<file path="src/rtl/lsup_pkg.sv">
package lsup_pkg;

  typedef enum logic {
    FLT_IDLE = 1'b0,
    FLT_HELD = 1'b1
  } flt_state_e;

endpackage

</file>
<file path="src/rtl/lsup_por_hold.sv">
module lsup_por_hold #(
  parameter int HOLD_US = 140000
) (
  input  logic clk,
  input  logic rst_n,
  input  logic us_tick,
  input  logic supply_good,
  output logic done
);

  localparam int CW = $clog2(HOLD_US + 1);
  localparam logic [CW-1:0] HOLD_MAX = CW'(HOLD_US);

  logic [CW-1:0] win_cnt_q;
  logic [CW-1:0] win_cnt_d;
  logic          win_full;

  assign win_full = (win_cnt_q == HOLD_MAX);

  always_comb begin
    win_cnt_d = win_cnt_q;
    if (!supply_good) begin
      win_cnt_d = '0;
    end else if (us_tick && !win_full) begin
      win_cnt_d = win_cnt_q + 1'b1;
    end
  end

  always_ff @(posedge clk or negedge rst_n) begin
    if (!rst_n) begin
      win_cnt_q <= '0;
    end else begin
      win_cnt_q <= win_cnt_d;
    end
  end

  assign done = supply_good && win_full;

  assert_ready_on_tick_R3: assert property (@(posedge clk) disable iff (!rst_n)
    $rose(done) |-> $past(us_tick));

endmodule

</file>
<file path="src/rtl/lsup_fault_latch.sv">
module lsup_fault_latch
  import lsup_pkg::*;
#(
  parameter int CLEAR_US = 10
) (
  input  logic clk,
  input  logic rst_n,
  input  logic us_tick,
  input  logic arm,
  input  logic hw_disable,
  input  logic fault_in,
  output logic fault_q
);

  localparam int CW = $clog2(CLEAR_US + 1);
  localparam logic [CW-1:0] CLR_MAX = CW'(CLEAR_US);

  logic [CW-1:0] pulse_cnt_q;
  logic [CW-1:0] pulse_cnt_d;
  logic          pulse_long;
  flt_state_e    state_q;
  flt_state_e    state_d;

  assign pulse_long = (pulse_cnt_q == CLR_MAX);

  always_comb begin
    pulse_cnt_d = pulse_cnt_q;
    if (!hw_disable) begin
      pulse_cnt_d = '0;
    end else if (us_tick && !pulse_long) begin
      pulse_cnt_d = pulse_cnt_q + 1'b1;
    end
  end

  always_comb begin
    state_d = state_q;
    if (!arm) begin
      state_d = FLT_IDLE;
    end else if (fault_in) begin
      state_d = FLT_HELD;
    end else if (pulse_long) begin
      state_d = FLT_IDLE;
    end
  end

  always_ff @(posedge clk or negedge rst_n) begin
    if (!rst_n) begin
      pulse_cnt_q <= '0;
      state_q     <= FLT_IDLE;
    end else begin
      pulse_cnt_q <= pulse_cnt_d;
      state_q     <= state_d;
    end
  end

  assign fault_q = (state_q == FLT_HELD);

  assert_fault_sets_R5: assert property (@(posedge clk) disable iff (!rst_n)
    (arm && fault_in) |=> fault_q);

  assert_fault_sticks_R6: assert property (@(posedge clk) disable iff (!rst_n)
    (arm && fault_q && !pulse_long) |=> fault_q);

  assert_clear_needs_pulse_R7: assert property (@(posedge clk) disable iff (!rst_n)
    $fell(fault_q) |-> ($past(pulse_long) || !$past(arm)));

endmodule

</file>
<file path="src/rtl/laser_tx_supervisor.sv">
module laser_tx_supervisor #(
  parameter int HOLD_US  = 140000,
  parameter int CLEAR_US = 10
) (
  input  logic clk,
  input  logic rst_n,
  input  logic us_tick,
  input  logic hw_disable,
  input  logic sw_disable,
  input  logic fault_in,
  input  logic supply_good,
  output logic laser_en,
  output logic fault_latched,
  output logic ready
);

  logic hold_done;
  logic flt;
  logic any_disable;

  lsup_por_hold #(.HOLD_US(HOLD_US)) u_hold (
    .clk         (clk),
    .rst_n       (rst_n),
    .us_tick     (us_tick),
    .supply_good (supply_good),
    .done        (hold_done)
  );

  lsup_fault_latch #(.CLEAR_US(CLEAR_US)) u_fault (
    .clk        (clk),
    .rst_n      (rst_n),
    .us_tick    (us_tick),
    .arm        (hold_done),
    .hw_disable (hw_disable),
    .fault_in   (fault_in),
    .fault_q    (flt)
  );

  assign any_disable   = hw_disable | sw_disable;
  assign laser_en      = hold_done & ~any_disable & ~flt;
  assign fault_latched = flt;
  assign ready         = hold_done;

  assert_fault_darkens_R5: assert property (@(posedge clk) disable iff (!rst_n)
    (fault_in && ready) |=> !laser_en);

endmodule

</file>
<file path="config.mk">
export PLATFORM = sky130hd
export DESIGN_NAME = laser_tx_supervisor
export DESIGN_NICKNAME = d
export VERILOG_FILES = /design/src/rtl/lsup_pkg.sv /design/src/rtl/lsup_por_hold.sv /design/src/rtl/lsup_fault_latch.sv /design/src/rtl/laser_tx_supervisor.sv
export SDC_FILE = /design/constraint.sdc
export NUM_CORES = 1
export LEC_CHECK = 0
export BUFFER_PORTS_ARGS = -buffer_cell sky130_fd_sc_hd__buf_2
export CORE_ASPECT_RATIO = 0.8
export CORE_MARGIN = 2
export CORE_UTILIZATION = 29
export DETAILED_ROUTE_END_ITERATION = 12
export PLACE_DENSITY_LB_ADDON = 0.12
export SYNTH_ARGS = -nofsm -noshare
export SYNTH_HDL_FRONTEND = slang
export SYNTH_SLANG_ARGS = --single-unit
</file>
<file path="constraint.sdc">
create_clock -name clk -period 1.6 [get_ports clk]
set_input_delay 0.08 -clock clk [delete_from_list [all_inputs] [get_ports clk]]
set_output_delay 0.08 -clock clk [all_outputs]
set_load 0.1 [all_outputs]
</file>
==> After elaboration in Yosys (flattened, before gate mapping) <==
Cells that the tools add are included.
{ "classes": {"n_reduce_logical": 5, "n_addsub": 2, "n_eq_ne": 5, "n_bitwise": 5, "n_mux": 7} }
{ "op_table": {"columns": ["operator", "n"], "rows": [
  ["18-bit two-way mux", 2],
  ["18-bit by 1-bit adder with 18-bit output, second input constant", 1],
  ["18-bit == test, second input constant", 1],
  ["4-bit two-way mux", 2],
  ["4-bit by 1-bit adder with 4-bit output, second input constant", 1],
  ["4-bit == test, second input constant", 1],
  ["2-bit by 1-bit inequality test with 1-bit output, second input constant", 2],
  ["1-bit logical AND", 3],
  ["1-bit two-way mux", 3],
  ["3-bit by 2-bit inequality test with 1-bit output, second input constant", 1],
  ["1-bit bitwise AND", 2],
  ["1-bit logical NOT", 2],
  ["1-bit NOT", 2],
  ["1-bit OR", 1]
]} }
{ "word_totals": {"out_inout_bits": 3, "inputBits": 7, "word_cells": 27, "regBits": 23} }

==> Logic depth before layout (Yosys ltp) <==
{ "depth": {"word_depth": 5, "ltp_mapped": 6, "ltp_nobuf": 6} }

==> By module <==
From an unflattened synthesis, not the netlist that was laid out.
{ "unflattened": {"hier_cells": 136, "area_unflattened_um2": 1380.1} }
{ "by_module_without_submodules": {"columns": ["mod", "seq_area_each_um2", "area_per_inst_um2", "n_inst", "cells_each"], "rows": [
  ["lsup_por_hold", 450.4, 1094.8, 1, 111],
  ["lsup_fault_latch", 125.1, 270.3, 1, 24],
  ["laser_tx_supervisor", 0.0, 15.0, 1, 1]
]} }

==> Least setup slack after synthesis <==
Ideal clock, no wire load.
{ "synth_timing": {"path_type": "register to output", "startpoint": "reg u_hold.win_cnt_q[0]", "endpoint": "out laser_en", "n_path_buf": 0, "stages_incl_launch_ff": 7, "slack_ns": -2.480, "required_time_ns": 1.520, "t_arrival_ns": 4.000, "cell_sequence": "dfrtp_1 -> inv_1 -> ha_1 -> nor4b_1 -> and4_1 -> nand4_1 -> nor4_1"} }
{ "synth_via": {"elab_chain_cells": 4} }
{ "synth_lines": {"columns": ["element", "line", "source"], "rows": [
  ["from (decl)", "lsup_por_hold.sv:14", "logic [CW-1:0] win_cnt_q;"],
  ["from (signal assigned)", "lsup_por_hold.sv:33", "win_cnt_q <= win_cnt_d;"],
  ["18-bit == test", "lsup_por_hold.sv:18", "assign win_full = (win_cnt_q == HOLD_MAX);"],
  ["1-bit logical AND", "lsup_por_hold.sv:37", "assign done = supply_good && win_full;"],
  ["1-bit bitwise AND (2 in series)", "laser_tx_supervisor.sv:40", "assign laser_en = hold_done & ~any_disable & ~flt;"],
  ["to (decl)", "laser_tx_supervisor.sv:12", "output logic laser_en,"]
]} }
No other way between the ends.

==> Final worst setup path <==
Ends and elaborated chain as after synthesis.

==> impl_metrics.py <==
metrics = {
    "synthesis": {
        "synthArstFlopShare_pct": 100.0,
        "synthTopCellsByCount": "23 x dfrtp_1, 15 x nand2_1, 11 x nor2_1",
        "syn_area_um2": 1301,
        "seq_area_frac_synth_pct": 44.23,
        "ys_ff_latch": 23,
        "yosysMostFrequentCell": "dfrtp_1",
        "synth_ff_type": "dfrtp_1",
        "yosysWarningCount": 0,
        "netlist_instances": 142,
        "postSynthAreaPerCell_um2": 9.164,
        "synth-edff-count": 0,
        "syn_nets": 153,
        "synthTopCellsByArea": "dfrtp_1 44%, xnor2_1 6.1%, mux2i_1 4.6%",
        "netlist.top_cell.by_area": "dfrtp_1",
        "ys_types": 32,
        "synth_top_area_share_pct": 44.23,
    },
    "power": {
        "p_total_mw": 1.096,
        "ir_drop_v": 0.0004352,
        "switching_power_mw": 0.2690,
        "switching_share_pct": 24.55,
        "powerDensity_nw_per_um2": 591.5,
        "p_leak_nw": 0.8247,
        "p_int_mw": 0.8270,
        "clock_power_share_pct": 33.5,
        "combPwrFrac_pct": 11.8,
        "seq_power_share_pct": 54.7,
    },
    "timing": {
        "grt_setup_unrepaired": "true",
        "report.final.slew_viol_count": 0,
        "hold_viol": 0,
        "fmax_mhz": 488.3,
        "fin_skew_ns": 0.001587,
        "finalWorstPathRequiredPeriod_ns": 2.048,
        "tightest_slew_ns": 0.5496,
        "min_period_over_period_pct": 128.0,
        "slew_headroom_pct": 63.36,
        "whs_ns": 0.02742,
        "setup_viol": 7,
        "fin_ws_ns": -0.4480,
    },
    "routing": {
        "first_pass_iters": 4,
        "wirelength_um": 3263,
        "wire_per_inst_um": 13.77,
        "drt_iter0_markers": 82,
        "dr_total_vias": 1163,
        "drc": 0,
        "ant_nets": 0,
        "viasPerCell": 4.907,
    },
    "critical_path": {
        "critical_path_required_ns": 1.52,
        "worstPathMaxFanout": 3,
        "cp_slowest_stage_delay_ns": 0.39,
        "crit_type": "reg -> out",
        "crit_arrival_ns": 1.97,
        "end_kind": "primary output",
        "start_kind": "register",
        "cp_slowest_cell": "dfrtp_1",
        "cp_cell_sequence": "inv_2 > ha_4 > nor4b_4 > and4_4 > nand4_1 > nor4_4 > buf_12",
    },
    "finish": {
        "nets": 192,
        "area_growth_pct": 42.40,
        "drive_gt1_share_pct": 36.67,
        "stdcell_count": 237,
        "insertedDiodeCount": 0,
        "n_fill_cell": 423,
    },
    "cts": {
        "cts_inserted_buffers": 3,
        "cts_root_buf": "clkbuf_8",
        "clock_sinks": 23,
        "clock_latency_ns": 0.26,
        "clk_pin_slew_worst_paths_ns": 0.08,
        "h-tree-depth": 1,
        "cts_tree": "done",
        "cts_max_path_buffers": 2,
    },
    "placement": {
        "port_buffers": 9,
        "dp.final_hpwl_um": 2433,
        "dp_cells": 230,
        "gp_congestion": 0.8262,
    },
    "global_routing": {
        "grt_pass1_wl_um": 6120,
        "grt_max_degree": 24,
        "grt_pass1_vias": 1217,
        "track_usage_pct": 15.47,
        "grt-ovfl-total": 0,
        "antenna_found_initial": 0,
    },
    "floorplan": {
        "io_pins": 10,
        "num_rows": 21,
        "die_height_um": 63.92,
        "die_x_um": 78.89,
        "core_area_um2": 4257,
        "initial_core_util_pct": 30.57,
        "design.die.area_um2": 5042,
    },
    "job": {
        "drv_cap": 0,
    },
    "status": {
        "violations": "negative setup slack",
        "outcome": "complete, but fails checks",
    },
    "hold_path": {
        "hp-class": "in -> reg",
    },
}
==> cells by family (layout without fill, tap and decap cells) <==
group	after synthesis	count (layout)	share of synthesized area [%]
buffers and inverters	15	53	4.615
AOI/OAI and AO/OA	13	13	5.578
muxes	6	6	4.616
DFF	23	23	44.23
adders and majority gates	4	4	3.846
xor gates and xnor gates	10	10	6.731
and+or+nand+nor	71	71	30.38
==> layer usage <==
layer | vias to the layer above | track usage (%) | part of all wire, %
li1 | 575 | - | -
met1 | 577 | 23.08 | 54
met2 | 9 | 23.18 | 43
met3 | 2 | 3.531 | 2.4
met4 | 0 | 2.586 | 0.58
met5 | - | 0 | 0
==> cell type report <==
| class | instances | area, um^2 | area share, % |
|---|---|---|---|
| Inverter | 9 | 36.28 | 1.958 |
| Timing Repair Buffer | 40 | 310.3 | 16.75 |
| Multi-Input combinational cell | 104 | 814.5 | 43.96 |
| Clock buffer | 4 | 45.04 | 2.431 |
| Sequential cell | 23 | 575.6 | 31.06 |
| Tap cell | 57 | 71.32 | 3.849 |
==> cell usage in the layout, fill, tap and decap left out, types with 3 or more instances in the layout <==
master / synthesis / final
a21oi_1: 6 / 4
and2_1: 4 / 3
buf_2: 2 / 7
buf_4: 0 / 30
clkbuf_8: 0 / 3
dfrtp_1: 23 / 23
inv_1: 9 / 6
mux2i_1: 6 / 6
nand2_1: 15 / 14
nand2b_1: 4 / 4
nand3_1: 5 / 4
nand4_1: 8 / 8
nor2_1: 11 / 10
nor3_1: 4 / 3
o21ai_0: 4 / 4
xnor2_1: 9 / 9
==> registers in the layout (all words and copies together), names as in the netlist <==
signal and count:
u_hold.win_cnt_q 18, u_fault.pulse_cnt_q 4, u_fault.fault_q 1
==> worst max-delay path, delay by kind of cell, from the launching register on <==
kind,cells,cell delay (ns)
buffers and inverters,2,0.29
adder cells (fa/ha/maj),1,0.13
AND/OR/NAND/NOR,4,0.88
flip-flops,1,0.39
==> path summary, 6_finish.rpt <==
check,from,to,slack (ns),cells after the start
max,u_hold.win_cnt_q[0]$_DFFE_PN0P_,laser_en,-0.45,7
min,fault_in,u_fault.fault_q$_DFFE_PN0P_,0.03,3
max reg2reg,u_hold.win_cnt_q[0]$_DFFE_PN0P_,u_hold.win_cnt_q[17]$_DFFE_PN0P_,-0.12,5
min reg2reg,u_hold.win_cnt_q[17]$_DFFE_PN0P_,u_hold.win_cnt_q[17]$_DFFE_PN0P_,0.57,2
max in group asynchronous,rst_n,u_hold.win_cnt_q[2]$_DFFE_PN0P_,0.91,2
min in group asynchronous,rst_n,u_hold.win_cnt_q[13]$_DFFE_PN0P_,0.33,2
==> power groups by stage <==
stage | Sequential [mW] | Combinational [mW] | Clock (mW)
2_1_floorplan | 0.612 | 0.0465 | 0
3_5_place_dp | 0.610 | 0.107 | 0
4_1_cts | 0.600 | 0.125 | 0.394
3_3_place_gp | 0.610 | 0.103 | 0
6_report | 0.599 | 0.129 | 0.368
5_1_grt | 0.602 | 0.146 | 0.426
==> metrics by stage <==
stage | TNS (ns) | worst slack, ns | utilization, % | cell area [um^2]
after floorplan | -1.053 | -0.6937 | - | 1325
after global placement | -0.7350 | -0.1854 | 38.68 | 1647
after detailed placement | -1.108 | -0.3007 | 38.68 | 1647
after CTS | -1.250 | -0.5378 | 41.59 | 1770
after global routing | -1.946 | -0.5844 | 43.53 | 1853
final | -1.302 | -0.4480 | 43.53 | 1853
==> timing repair <==
action | 4_1_cts | 5_1_grt
gates resized for setup | 13 | 16
pin swaps | 5 | 2
hold buffers | 1 | 0
setup buffers | 2 | 0
endpoints found under the setup margin | 11 | 17
endpoints found under the hold margin | 23 | 0
No activity file was read; power rests on OpenSTA's default activity.
